### src/rtl/mxr_pkg.sv
package mxr_pkg;

  // Control pair for one storage cell.
  typedef struct packed {
    logic le;    // transparent while high
    logic ce_n;  // active-low load enable on a transfer edge
  } mxr_ctl_t;

endpackage

### src/rtl/mxr_edge_det.sv
module mxr_edge_det (
  input  logic clk,
  input  logic rst_n,
  input  logic lvl,
  output logic fire
);

  logic lvl_q;
  logic lvl_d;

  always_comb begin
    lvl_d = lvl;
  end

  always_ff @(posedge clk or negedge rst_n) begin
    if (!rst_n) begin
      lvl_q <= 1'b0;
    end else begin
      lvl_q <= lvl_d;
    end
  end

  assign fire = lvl & ~lvl_q;

  // A level held high yields one load pulse only.
  assert_single_pulse_R11: assert property (@(posedge clk) disable iff (!rst_n)
    fire |=> !fire);

endmodule

### src/rtl/mxr_store_cell.sv
module mxr_store_cell
  import mxr_pkg::*;
#(
  parameter int W = 4
) (
  input  logic         clk,
  input  logic         rst_n,
  input  mxr_ctl_t     ctl,
  input  logic         fire,
  input  logic [W-1:0] d,
  output logic [W-1:0] q
);

  logic [W-1:0] hold_q;
  logic [W-1:0] hold_d;
  logic         load;

  always_comb begin
    load   = ctl.le | (fire & ~ctl.ce_n);
    hold_d = hold_q;
    if (load) begin
      hold_d = d;
    end
  end

  always_ff @(posedge clk or negedge rst_n) begin
    if (!rst_n) begin
      hold_q <= '0;
    end else begin
      hold_q <= hold_d;
    end
  end

  assign q = ctl.le ? d : hold_q;

  // While transparent, the stored word tracks the input.
  assert_cell_track_R3: assert property (@(posedge clk) disable iff (!rst_n)
    ctl.le |=> hold_q == $past(d));

  // A transfer edge with the clock enable asserted loads the input.
  assert_cell_capture_R4: assert property (@(posedge clk) disable iff (!rst_n)
    (!ctl.le && fire && !ctl.ce_n) |=> hold_q == $past(d));

  // Without a load condition the word is kept (also covers R8 and R9).
  assert_cell_hold_R5: assert property (@(posedge clk) disable iff (!rst_n)
    (!ctl.le && !(fire && !ctl.ce_n)) |=> $stable(hold_q));

endmodule

### src/rtl/mxr_src_mux.sv
module mxr_src_mux #(
  parameter int W     = 4,
  parameter int N     = 4,
  parameter int SEL_W = (N > 1) ? $clog2(N) : 1
) (
  input  logic [N*W-1:0]   din,
  input  logic [SEL_W-1:0] sel,
  output logic [W-1:0]     dout
);

  always_comb begin
    dout = '0;
    for (int i = 0; i < N; i++) begin
      if (sel == SEL_W'(i)) begin
        dout = din[i*W +: W];
      end
    end
  end

endmodule

### src/rtl/mxr_merge_path.sv
module mxr_merge_path
  import mxr_pkg::*;
#(
  parameter  int CH_W  = 4,
  parameter  int N_SRC = 4,
  localparam int SEL_W = (N_SRC > 1) ? $clog2(N_SRC) : 1
) (
  input  logic                  clk,
  input  logic                  rst_n,
  input  logic [N_SRC*CH_W-1:0] b_data,
  input  logic [N_SRC-1:0]      src_le,
  input  logic                  src_ce_n,
  input  logic                  xfer_clk,
  input  logic [SEL_W-1:0]      sel,
  input  logic                  out_le,
  input  logic                  out_ce_n,
  input  logic                  a_oe_n,
  output logic [CH_W-1:0]       a_data,
  output logic                  a_en
);

  logic                  fire;
  logic [N_SRC*CH_W-1:0] src_q;
  logic [CH_W-1:0]       mid;
  mxr_ctl_t              out_ctl;

  mxr_edge_det u_edge (
    .clk   (clk),
    .rst_n (rst_n),
    .lvl   (xfer_clk),
    .fire  (fire)
  );

  for (genvar s = 0; s < N_SRC; s++) begin : g_src
    mxr_ctl_t ctl;
    assign ctl.le   = src_le[s];
    assign ctl.ce_n = src_ce_n;

    mxr_store_cell #(.W(CH_W)) u_cell (
      .clk   (clk),
      .rst_n (rst_n),
      .ctl   (ctl),
      .fire  (fire),
      .d     (b_data[s*CH_W +: CH_W]),
      .q     (src_q[s*CH_W +: CH_W])
    );
  end

  mxr_src_mux #(.W(CH_W), .N(N_SRC), .SEL_W(SEL_W)) u_mux (
    .din  (src_q),
    .sel  (sel),
    .dout (mid)
  );

  assign out_ctl.le   = out_le;
  assign out_ctl.ce_n = out_ce_n;

  mxr_store_cell #(.W(CH_W)) u_out (
    .clk   (clk),
    .rst_n (rst_n),
    .ctl   (out_ctl),
    .fire  (fire),
    .d     (mid),
    .q     (a_data)
  );

  assign a_en = rst_n & ~a_oe_n;

endmodule

### config.mk
export PLATFORM = sky130hd
export DESIGN_NAME = mxr_merge_path
export DESIGN_NICKNAME = d
export VERILOG_FILES = /design/src/rtl/mxr_pkg.sv /design/src/rtl/mxr_edge_det.sv /design/src/rtl/mxr_store_cell.sv /design/src/rtl/mxr_src_mux.sv /design/src/rtl/mxr_merge_path.sv
export SDC_FILE = /design/constraint.sdc
export NUM_CORES = 1
export LEC_CHECK = 0
export CAP_MARGIN = 10
export CORE_MARGIN = 2
export CORE_UTILIZATION = 45
export DETAILED_ROUTE_END_ITERATION = 8
export DONT_BUFFER_PORTS = 1
export GPL_ROUTABILITY_DRIVEN = 0
export PLACE_DENSITY_LB_ADDON = 0.08
export SKIP_LAST_GASP = 1
export SLEW_MARGIN = 25
export SYNTH_ARGS = -nofsm -noshare
export SYNTH_HDL_FRONTEND = slang
export SYNTH_HIERARCHICAL = 1
export SYNTH_SLANG_ARGS = --single-unit
### constraint.sdc
create_clock -name clk -period 3.02 [get_ports clk]
set_clock_uncertainty 0.2 [all_clocks]
set_input_delay 0.906 -clock clk [delete_from_list [all_inputs] [get_ports clk]]
set_output_delay 0.906 -clock clk [all_outputs]
set_load 0.005 [all_outputs]
==> impl_metrics.csv <==
group,metric,value,unit
outcome,outcome,"finished, violations left",
outcome,violations,"negative setup slack",
global_route,grt_pass1_wl,3850,um
power_and_ir_drop,irDropWorstVdd,0.269,mV
route,drc,0,
setup_path,path_common_cell,"mux2_4",
layout,syn_to_final_growth,9.75,%
layout,fillers,236,
cts,worstSkewPairLatency,300,ps
synth,yosysWarnings,6,
sta,drv_slew,0,
sta,tightest_slew,371,ps
global_route,grt_overflow,0,
setup_path,required,1910,ps
sta,setup_viol,4,
sta,period_minus_slack,3070,ps
floorplan,start_util,47.0,%
setup_path,crit_chain,"mux2_4 -> mux4_2 -> mux2_4",
setup_path,worstPathArrival,1970,ps
setup_path,crit_path_start_kind,"input port",
setup_path,critical-path-max-stage-delay,490,ps
job,maxCapViolations,0,
synth,yosysUniqueCellTypes,7,
setup_path,crit_type,"in -> out",
sta,fin_ws,-51.1,ps
sta,hold_violations,0,
setup_path,crit_fanout,5,
sta,tns,-187,ps
cts,post_cts_buffers,0,
sta,finalCritPeriodShare,102,%
setup_path,worst-r2r-setup-slack,1260,ps
global_route,antenna_found_initial,0,
placed_design,port_buffers,0,
cts,h-tree-depth,1,
global_route,first_global_vias,746,
route,vias,637,
power_and_ir_drop,power.static_leakage,0.000669,uW
sta,rsz0062_at_grt,"yes",
route,finalWirelength,2330,um
cts,cts.sinks,21,
cts,clk_pin_slew,120,ps
setup_path,endpoint_kind,"output pin",
sta,hold_slack,81.7,ps
placed_design,dpl.hpwl,1770,um
floorplan,die_y,57.4,um
cts,cts_made_buffers,3,
setup_path,cpMaxStageDelayCell,"mux4_2",
route,viasPerCell,5.69,
cts,ctsHoldBuffers,0,
power_and_ir_drop,power.total,632,uW
route,wl_met1,1070,um
floorplan,ios,34,
global_route,grt_start_max_net_pins,23,
route,wl_met3,160,um
layout,fin_nets,111,
route,wl_per_cell,20.8,um
layout,drive_gt1_share,66.7,%
sta,max_freq,326,MHz
route,wl_met2,1080,um
route,highest_layer,"met4",
route,drt_iter0_markers,30,
global_route,track_usage,16.0,%
synth,seq_area_frac_synth,40.9,%
floorplan,die-width,57.4,um
layout,antennaDiodeCount,0,
cts,cts_tree,"built",
route,first_pass_iters,2,
synth,synthesis.area,0.00128,mm2
sta,relSlewSlack,75.2,%
cts,clockRootBuffer,"clkbuf_4",
cts,cts_buffer_depth,2,
floorplan,die_area,0.00330,mm2
min_path,hold_class,"in -> async",
route,drtAntennaViolNets,0,
synth,synth_seq_cells,21,
floorplan,core,0.00273,mm2
placed_design,place_ws,-60.7,ps
power_and_ir_drop,p_per_area,449,mW/mm2
synth,syn-instance-count,77,
synth,syn_area_per_cell,16.7,um2
synth,syn_nets,106,
floorplan,rows,19,
## cell usage in the layout (no fill, tap or decap), drive strengths merged
master / Yosys / routed
clkbuf: 0 / 4
dfrtp: 21 / 21
inv: 5 / 5
a21oi: 5 / 5
mux2: 40 / 40
nor2b: 2 / 2
mux4: 4 / 4
## metal layers
metal	GRT usage [%]	vias to the layer above
met1	21.4	323
met3	4.76	2
met2	23.9	21
met4	6.98	0
li1	-	291
met5	0	-
## area by class of cell
cell class	count	area (um2)	share of cell area [%]
inverters	5	18.8	1.33
clock buffers	4	26.3	1.87
multi-input cells	51	800	56.7
flip-flops and latches	21	526	37.3
well taps	31	38.8	2.75
## power by group
group	leakage (uW)	switching (uW)	internal, uW
logic	0.000408	44.2	118
clock network	0.0000150	84.1	51.4
registers	0.000246	19.0	316
total	0.000669	147	485
## synthesized netlist by cell type (all sizes together)
library cell,instances,area (um2)
mux2,40,526
dfrtp,21,526
a21oi,5,81.3
inv,5,18.8
mux4,4,105
nor2b,2,27.5
## worst paths after layout
path                                        endpoint  depth (start not counted)                       from
max in group asynchronous  g_src[3].u_cell/hold_q[0]                          0                      rst_n
min reg2reg                g_src[2].u_cell/hold_q[3]                          1  g_src[2].u_cell/hold_q[3]
max reg2reg                          u_out/hold_q[2]                          3  g_src[3].u_cell/hold_q[2]
min in group clk           g_src[2].u_cell/hold_q[3]                          1  g_src[2].u_cell/hold_q[3]
max                                        a_data[2]                          3                  src_le[2]
min                        g_src[0].u_cell/hold_q[1]                          0                      rst_n
## registers in the layout (all words and copies together), names as in the netlist
register and cells:
g_src.u_cell/hold_q 16, u_out/hold_q 4, u_edge/lvl_q 1
## per-stage QoR
stage	utilization (%)	cells	instance area, um2
4_1_cts	51.5	112	1410
5_1_grt	51.5	112	1410
3_5_place_dp	50.6	108	1380
3_3_place_gp	50.6	108	1380
6_report	51.5	112	1410
2_1_floorplan	-	77	1340
## critical path: cells and delay by family
kind   cells  cell delay [ps]
muxes      3             1050
## logic make-up after synthesis
| logic type | Yosys count | share of synthesized area, % |
|---|---|---|
| and+or+nand+nor | 2 | 2.14 |
| AOI/OAI and AO/OA | 5 | 6.34 |
| muxes | 44 | 49.1 |
| buffers and inverters | 5 | 1.46 |
| DFF | 21 | 40.9 |
## repair_timing
item,CTS,global route
setup endpoints to repair,4,4
gates resized for setup,0,0
cloned,0,0
No activity file was read; power rests on OpenSTA's default activity.
